File: config.mk
export PLATFORM = sky130hd
export DESIGN_NAME = dbg_scan_access
export DESIGN_NICKNAME = d
export VERILOG_FILES = /design/src/rtl/dbgacc_pkg.sv /design/src/rtl/dbgacc_sel_shift.sv /design/src/rtl/dbgacc_data_shift.sv /design/src/rtl/dbgacc_bank.sv /design/src/rtl/dbg_scan_access.sv
export SDC_FILE = /design/constraint.sdc
export NUM_CORES = 1
export LEC_CHECK = 0
export BUFFER_PORTS_ARGS = -buffer_cell sky130_fd_sc_hd__buf_2
export CAP_MARGIN = 20
export CORE_MARGIN = 3
export CORE_UTILIZATION = 53
export DETAILED_ROUTE_END_ITERATION = 10
export PLACE_DENSITY = 0.71
export SLEW_MARGIN = 10
export SYNTH_ARGS = -nofsm -noshare
export SYNTH_HDL_FRONTEND = slang
export SYNTH_SLANG_ARGS = --single-unit
File: constraint.sdc
create_clock -name clk_i -period 5.61 [get_ports clk_i]
set_input_delay 1.122 -clock clk_i [delete_from_list [all_inputs] [get_ports clk_i]]
set_output_delay 1.122 -clock clk_i [all_outputs]
set_load 0.1 [all_outputs]
File: src/rtl/dbgacc_pkg.sv
package dbgacc_pkg;
  localparam int CMD_W = 10;
  localparam logic [CMD_W-1:0] ACCESS_CMD = 10'b00_0111_1100;
  localparam int SEL_W = 8;
  localparam int IDX_W = SEL_W - 1;

  typedef struct packed {
    logic [IDX_W-1:0] idx;
    logic             wr;
  } sel_t;
endpackage

File: src/rtl/dbgacc_sel_shift.sv
module dbgacc_sel_shift
  import dbgacc_pkg::*;
#(
  parameter int W = SEL_W
) (
  input  logic         clk_i,
  input  logic         rst_i,
  input  logic         shift_en,
  input  logic         tdi_i,
  output logic [W-1:0] sel_q
);
  always_ff @(posedge clk_i) begin
    if (rst_i) sel_q <= '0;
    else if (shift_en) sel_q <= {tdi_i, sel_q[W-1:1]};
  end
endmodule

File: src/rtl/dbgacc_data_shift.sv
module dbgacc_data_shift #(
  parameter int W = 32
) (
  input  logic         clk_i,
  input  logic         rst_i,
  input  logic         cap_en,
  input  logic [W-1:0] cap_val,
  input  logic         shift_en,
  input  logic         tdi_i,
  output logic [W-1:0] data_q
);
  always_ff @(posedge clk_i) begin
    if (rst_i) data_q <= '0;
    else if (cap_en) data_q <= cap_val;
    else if (shift_en) data_q <= {tdi_i, data_q[W-1:1]};
  end
endmodule

File: src/rtl/dbgacc_bank.sv
module dbgacc_bank
  import dbgacc_pkg::*;
#(
  parameter int DATA_W   = 32,
  parameter int NUM_REGS = 4,
  parameter int BASE_IDX = 16
) (
  input  logic              clk_i,
  input  logic              rst_i,
  input  logic [IDX_W-1:0]  idx_i,
  input  logic              we_i,
  input  logic [DATA_W-1:0] wdata_i,
  output logic              hit_o,
  output logic [DATA_W-1:0] rdata_o
);
  localparam int LAST_IDX = BASE_IDX + NUM_REGS - 1;

  logic [DATA_W-1:0] regs_q [NUM_REGS];

  assign hit_o = (int'(idx_i) >= BASE_IDX) && (int'(idx_i) <= LAST_IDX);

  always_comb begin
    rdata_o = '0;
    for (int i = 0; i < NUM_REGS; i++)
      if (hit_o && (int'(idx_i) == BASE_IDX + i)) rdata_o = regs_q[i];
  end

  always_ff @(posedge clk_i) begin
    for (int i = 0; i < NUM_REGS; i++) begin
      if (rst_i) regs_q[i] <= '0;
      else if (we_i && hit_o && (int'(idx_i) == BASE_IDX + i)) regs_q[i] <= wdata_i;
    end
  end
endmodule

File: src/rtl/dbg_scan_access.sv
module dbg_scan_access
  import dbgacc_pkg::*;
#(
  parameter int DATA_W   = 32,
  parameter int NUM_REGS = 4,
  parameter int BASE_IDX = 16
) (
  input  logic              clk_i,
  input  logic              rst_i,
  input  logic [CMD_W-1:0]  cmd_i,
  input  logic              cap_dr_i,
  input  logic              shift_dr_i,
  input  logic              upd_dr_i,
  input  logic              tdi_i,
  output logic              tdo_o,
  output logic              wr_stb_o,
  output logic [IDX_W-1:0]  wr_idx_o,
  output logic [DATA_W-1:0] wr_data_o
);
  logic              en;
  logic              phase_q;
  logic [SEL_W-1:0]  sel_q;
  sel_t              sel;
  logic [DATA_W-1:0] data_q;
  logic [DATA_W-1:0] rdata;
  logic              hit;
  logic              we;

  assign en  = (cmd_i == ACCESS_CMD);
  assign sel = sel_t'(sel_q);

  always_ff @(posedge clk_i) begin
    if (rst_i || !en) phase_q <= 1'b0;
    else if (upd_dr_i) phase_q <= ~phase_q;
  end

  dbgacc_sel_shift #(.W(SEL_W)) u_sel (
    .clk_i    (clk_i),
    .rst_i    (rst_i),
    .shift_en (en && shift_dr_i && !phase_q),
    .tdi_i    (tdi_i),
    .sel_q    (sel_q)
  );

  dbgacc_bank #(.DATA_W(DATA_W), .NUM_REGS(NUM_REGS), .BASE_IDX(BASE_IDX)) u_bank (
    .clk_i   (clk_i),
    .rst_i   (rst_i),
    .idx_i   (sel.idx),
    .we_i    (we),
    .wdata_i (data_q),
    .hit_o   (hit),
    .rdata_o (rdata)
  );

  dbgacc_data_shift #(.W(DATA_W)) u_data (
    .clk_i    (clk_i),
    .rst_i    (rst_i),
    .cap_en   (en && cap_dr_i && phase_q && !sel.wr),
    .cap_val  (rdata),
    .shift_en (en && shift_dr_i && phase_q),
    .tdi_i    (tdi_i),
    .data_q   (data_q)
  );

  assign we = en && upd_dr_i && phase_q && sel.wr && hit;

  always_ff @(posedge clk_i) begin
    if (rst_i) begin
      wr_stb_o  <= 1'b0;
      wr_idx_o  <= '0;
      wr_data_o <= '0;
    end else begin
      wr_stb_o <= we;
      if (we) begin
        wr_idx_o  <= sel.idx;
        wr_data_o <= data_q;
      end
    end
  end

  assign tdo_o = en && (phase_q ? data_q[0] : sel_q[0]);
endmodule

==> metrics.txt, run 1 <==
later-pin clock latency in the skew report around 520 ps; # IOs 57; Initial Utilization between 50 and 60%; Synth Warn # 0; fmax approximately 0.28 GHz; CTS root buffer clkbuf_16; Reg2Reg Setup Slack between 2000 and 2500 ps; post-CTS setup-driven buffer insertion count 0; overall via count from detail_route 6345; Post-Synthesis Net Count between 800 and 900; FFs w/ async S/R, synth 0%; Pleak 3.36 nW; VDD IR-drop max around 0.20 mV; CTS tree done; Seq/Total Area, Yosys 61.3%; Tmin final between 3000 and 4000 ps; Least-Margin Pin Slew about 1200 ps; initial antenna violation count 0; HPWL Detailed around 12000 um; CP endpoint kind register; Final Max Slew Viols 0; drt via density 6.03; port buffer count 56; core area ~16000 um2; first-pass GRT wire length approximately 35000 um; status finished, final reports clean; largest net degree at the start of global routing 66; H-Tree Depth 1; PD cells between 300 and 400 nW/um2; grt ovf 0; CP startpoint cmd_i[7]; gpl congestion around 0.77; worst hold path class register to register; Multi-input gate area 3080 um2; fill count 1288; RR Endpoint u_bank.regs_q[1][46]; Critical Path Sink u_bank.regs_q[1][19]; RSZ-0062 raised after global routing no; 1st-iter DRT viols ~600; Longest Clk Path Bufs 3; Post-Syn Instances ~790; WL final about 22000 um; critical path class input port to register; vias in the first global route between 6000 and 7000; Final Hold Fails 0; Yosys reg bits roughly 210; Post-Syn Area ~8900 um2; Resized Gates After CTS 0; endpoints failing setup 0; CP max FO 18; Synth Area per Inst between 10 and 15 um2; clk sink count roughly 210; WP data required just under 6000 ps; storage element area between 5000 and 6000 um2; setup TNS 0 ps; Worst slew margin between 20% and 30%; DR DRC count 0; worst hold margin 458 ps; Ant. Diodes 0; Yosys top cell area share a little over two fifths; reg2reg start u_sel.sel_q[3]; final setup skew 25.3 ps; max-cap viol count 0; Reg clk slew, reported paths approximately 60 ps; Post-synth EDFFs roughly 130; drt pass-1 iters 5; CP Launch Type input port; synth-to-layout area growth 12.4%; top-count cell post-synth edfxtp_1; total track usage approximately a quarter; Synth area leader edfxtp_1; total CTS buffers 22; # rows 46; cells on worst reg2reg path 6; Pwr Total slightly above 3 mW; cts hold-fix bufs 0; Synth top cells by count edfxtp_1 (128), dfxtp_1 (81), nor2_1 (78); post-route clock period utilization 62.6%; share of cells above drive strength 1 between 10% and 20%; top area cells in the synthesized netlist edfxtp_1 (43%), dfxtp_1 (18%), mux2_2 (3.9%), nor2_1 (3.3%), nand2_1 (3.1%); layout net count 838; per-cell routed wire length 20.7 um; Crit path arrival time 3680 ps; number of routed nets with antenna violations 0; count of cell types in the netlist between 40 and 50; die height approximately 140 um; die outline width roughly 140 um; final setup margin roughly 2100 ps; die area around 18000 um2; Placement Setup Slack around 1500 ps; Top FF cell, synth edfxtp_1
## power breakdown
part / switching [mW] / leakage [nW] / internal, mW
sequential: 0.0133 / 1.87 / 1.67
clock: 0.579 / 0.332 / 0.755
combinational: 0.0579 / 1.16 / 0.0302
## layout by cell type, fill, tap and decap left out, types with 2 or more instances in the layout
cell         n
nor2_1      78
mux2_2      31
o22a_1      31
o21ai_0     31
clkbuf_16   22
nand4_1     34
clkbuf_2     2
dfxtp_1     81
clkbuf_1     5
nand2_1     73
edfxtp_1   128
a31o_2       3
buf_4       18
mux2i_1     11
o31ai_1     31
clkbuf_8     2
nand3_1     34
and3_1       5
and2_1      33
inv_1       32
buf_2       56
clkinv_2     6
o221ai_1    31
nor2b_1     33
## routing by layer
layer  vias to the layer above  wire length, um  track usage, %  share of wire [%]
met1                      3082             8910            31.6                 41
met4                         0              396            7.17                1.8
li1                       2955                -               -                  -
met5                         -                0               0                  0
met2                       268            10800            41.8                 49
met3                        40             1720            4.75                7.9
## how the worst min path moves through the flow
| stage | start | to | slack [ps] | depth (start not counted) |
|---|---|---|---|---|
| floorplan | u_data.data_q[30] | wr_data_o[30] | 470 | 2 |
| global placement | wr_data_o[18] | wr_data_o[18] | 440 | 2 |
| detailed placement | wr_data_o[31] | wr_data_o[31] | 450 | 2 |
| CTS | wr_idx_o[0] | wr_idx_o[0] | 460 | 2 |
| global route | wr_idx_o[0] | wr_idx_o[0] | 470 | 2 |
| finish | wr_data_o[12] | wr_data_o[12] | 460 | 2 |
## through the flow
step	utilization [%]	std cells	cell area, um2
floorplan	-	791	8910
global placement	57.8	1014	9360
detailed placement	57.8	1014	9360
CTS	61.9	1053	10000
global route	61.9	1053	10000
finish	61.9	1053	10000
## critical path, stage by stage
cell and delay [ps]:
buf_2 110, or4b_4 590, nor3_4 650, a41o_1 780
buf_4 420
## registers in the layout, summed over array words and instances (netlist names)
name / cells
u_bank.regs_q: 128
u_data.data_q: 32
wr_data_o: 32
u_sel.sel_q: 8
wr_idx_o: 7
phase_q: 1
wr_stb_o: 1
## layout make-up
class / count / area share, %
clock buffers: 31 / 6.06
repair buffers: 74 / 4.15
clock inverters: 8 / 0.500
inverters: 33 / 1.24
multi-input cells: 482 / 30.8
flip-flops and latches: 209 / 54.6
well taps: 216 / 2.70
## kinds of logic (layout without fill, tap and decap cells)
logic type / Yosys count / in the layout / share of synthesized area, %
and+or+nand+nor: 306 / 306 / 17.2
DFF: 209 / 209 / 61.3
AOI/OAI and AO/OA: 132 / 132 / 11.3
buffers and inverters: 100 / 146 / 4.65
muxes: 43 / 43 / 5.41
xor gates and xnor gates: 1 / 1 / 0.0983
(Power assumes the default switching activity.)
==> run 2, diff against run 1 <==
Settings changed: PLACE_DENSITY 0.71 to 0.74.
Clock period 5.61 ns to 3.2 ns, I/O delays scaled along.
==> run 2 against run 1 <==
Non-clock buffer count increased by 12. Critical path depth unchanged. Final cell count grew 1.2%. Hold slack lost 49 ps. Power is 82% higher. Highest routed layer unchanged. Clock skew shrank 12 ps.
==> metrics.txt, run 2 (synthesis results as in run 1) <==
WP data required 3390 ps (-2390 ps); grt ovf 0 (unchanged); largest net degree at the start of global routing 48 (-27%); number of routed nets with antenna violations 0 (unchanged); Worst Path Buf+Inv 1 (-1); initial antenna violation count 0 (unchanged); cts hold-fix bufs 0 (unchanged); die area 18400 um2 (unchanged); vias in the first global route 6666 (-1.4%); first-pass GRT wire length 34800 um (-1.7%); Initial Utilization 55.1% (unchanged); Worst slew margin 48.5% (+26 points); clk sink count 209 (unchanged); CP max FO 25 (+7); max reg flops 128 (unchanged); Largest stage delay, worst path 620 ps (-160 ps); later-pin clock latency in the skew report 500 ps (-20 ps); Reg2Reg Setup Slack 590 ps (-1780 ps); port buffer count 56 (unchanged); die outline width 136 um (unchanged); # rows 46 (unchanged); overall via count from detail_route 6517 (+2.7%); worst hold path class input port to register; Crit path arrival time 2800 ps (-880 ps); Cells after DPL 1026 (+1.2%); drt pass-1 iters 5 (unchanged); Worst path top cell family by delay simple AND/OR/NAND/NOR gates; CP endpoint kind register; H-Tree Depth 1 (unchanged); status finished, final reports clean; cells on worst reg2reg path 5 (-1); Tmin final about 2600 ps; post-CTS setup-driven buffer insertion count 0 (unchanged); Pwr Total 5.65 mW (+82%); post-route clock period utilization between 80% and 90%; Levels on crit path 5 (unchanged); share of cells above drive strength 1 19.3% (+0.90 points); CTS tree done; crit-path cells or4b_1 > or2_1 > nor2_1 > a31o_2 > buf_12; hold path depth 3 (+1); Critical Path Slowest Stage Cell or4b_1; WHS Endpoint u_sel.sel_q[7]; final setup skew 13.1 ps (-12.2 ps); CP Launch Type register; Most flops, register u_bank.regs_q; # IOs 57 (unchanged); RR Endpoint u_bank.regs_q[0][9]; VDD IR-drop max 0.445 mV (+120%); Least-Margin Pin Slew 771 ps (-388 ps); Non-Filler Instances 1066 (+1.2%); total CTS buffers 22 (unchanged); HPWL Detailed 12800 um (+5.7%); DR DRC count 0 (unchanged); endpoints failing setup 0 (unchanged); Reg clk slew, reported paths 60 ps (about the same); WL final 21800 um (+0.28%); synth-to-layout area growth 14.7%; HP Start tdi_i; gpl congestion 0.815 (+5.7%); max-cap viol count 0 (unchanged); Final Max Slew Viols 0 (unchanged); fmax about 0.38 GHz; CTS root buffer clkbuf_16; Resized Gates After CTS 0 (unchanged); Ant. Diodes 0 (unchanged); Pleak 3.46 nW (+3.0%); reg2reg start u_sel.sel_q[3]; critical path class register to register; drt via density 6.11 (+1.5%); layout net count 850 (+1.4%); Largest regs u_bank.regs_q x128, u_data.data_q x32, wr_data_o x32; 1st-iter DRT viols 649 (+8.5%); Longest Clk Path Bufs 3 (unchanged); setup TNS 0 ps (unchanged); per-cell routed wire length 20.5 um (-0.95%); commonest non-fill, non-tap cell in the layout edfxtp_1; PD cells 553 nW/um2 (+78%); die height 136 um (unchanged); most frequent cells in the layout edfxtp_1 (128), dfxtp_1 (81), nor2_1 (78); worst hold margin 409 ps (-49.1 ps); RSZ-0062 raised after global routing no; total track usage 23.8% (-0.57 points); core area 16200 um2 (unchanged); Final Hold Fails 0 (unchanged)
==> run 2: stage by stage <==
step | setup WS, ps | area (um2) | utilization (%)
after CTS | 602 | 10200 | 63.2
after global routing | 467 | 10200 | 63.2
after detailed placement | 362 | 9480 | 58.6
after global placement | 426 | 9480 | 58.6
after floorplan | 59.2 | 8920 | -
final | 588 | 10200 | 63.2
==> run 2: worst max path at each step <==
stage / from / end / slack [ps]
final: u_sel.sel_q[3] / u_bank.regs_q[0][9] / 590
after global routing: u_sel.sel_q[3] / u_bank.regs_q[0][1] / 470
after CTS: u_sel.sel_q[3] / u_bank.regs_q[0][11] / 600
after detailed placement: cmd_i[7] / u_bank.regs_q[0][46] / 360
after global placement: cmd_i[7] / u_bank.regs_q[0][48] / 430
after floorplan: cmd_i[7] / u_bank.regs_q[1][32] / 60
==> run 2: final cells by class <==
type	count	area [um2]
clock inverter	1	8.76
tap	216	270
multi-input combinational	482	3080
clock buffer	39	727
inverter	33	124
sequential	209	5470
fill	1222	5960
timing repair buffer	86	543
==> run 2: worst register-to-register path: cells and delay by family (launching register included) <==
family,cells,cell delay (ps)
buffers and inverters,1,240
AO/OA/AOI/OAI,1,350
flip-flops,1,320
AND/OR/NAND/NOR,3,1370
==> run 2: power by group <==
part           switching [mW]  internal [mW]  total, mW
logic                   0.105         0.0603      0.165
registers              0.0238           2.93       2.95
clock network           0.997           1.53       2.53
total                    1.13           4.52       5.65
==> run 2: metal layers <==
metal,up-vias,wire length (um),global-route usage [%]
met5,-,0,0
met4,0,446,6.38
met3,41,1580,4.23
met2,287,11000,42.5
met1,3219,8770,30.0
li1,2970,-,-
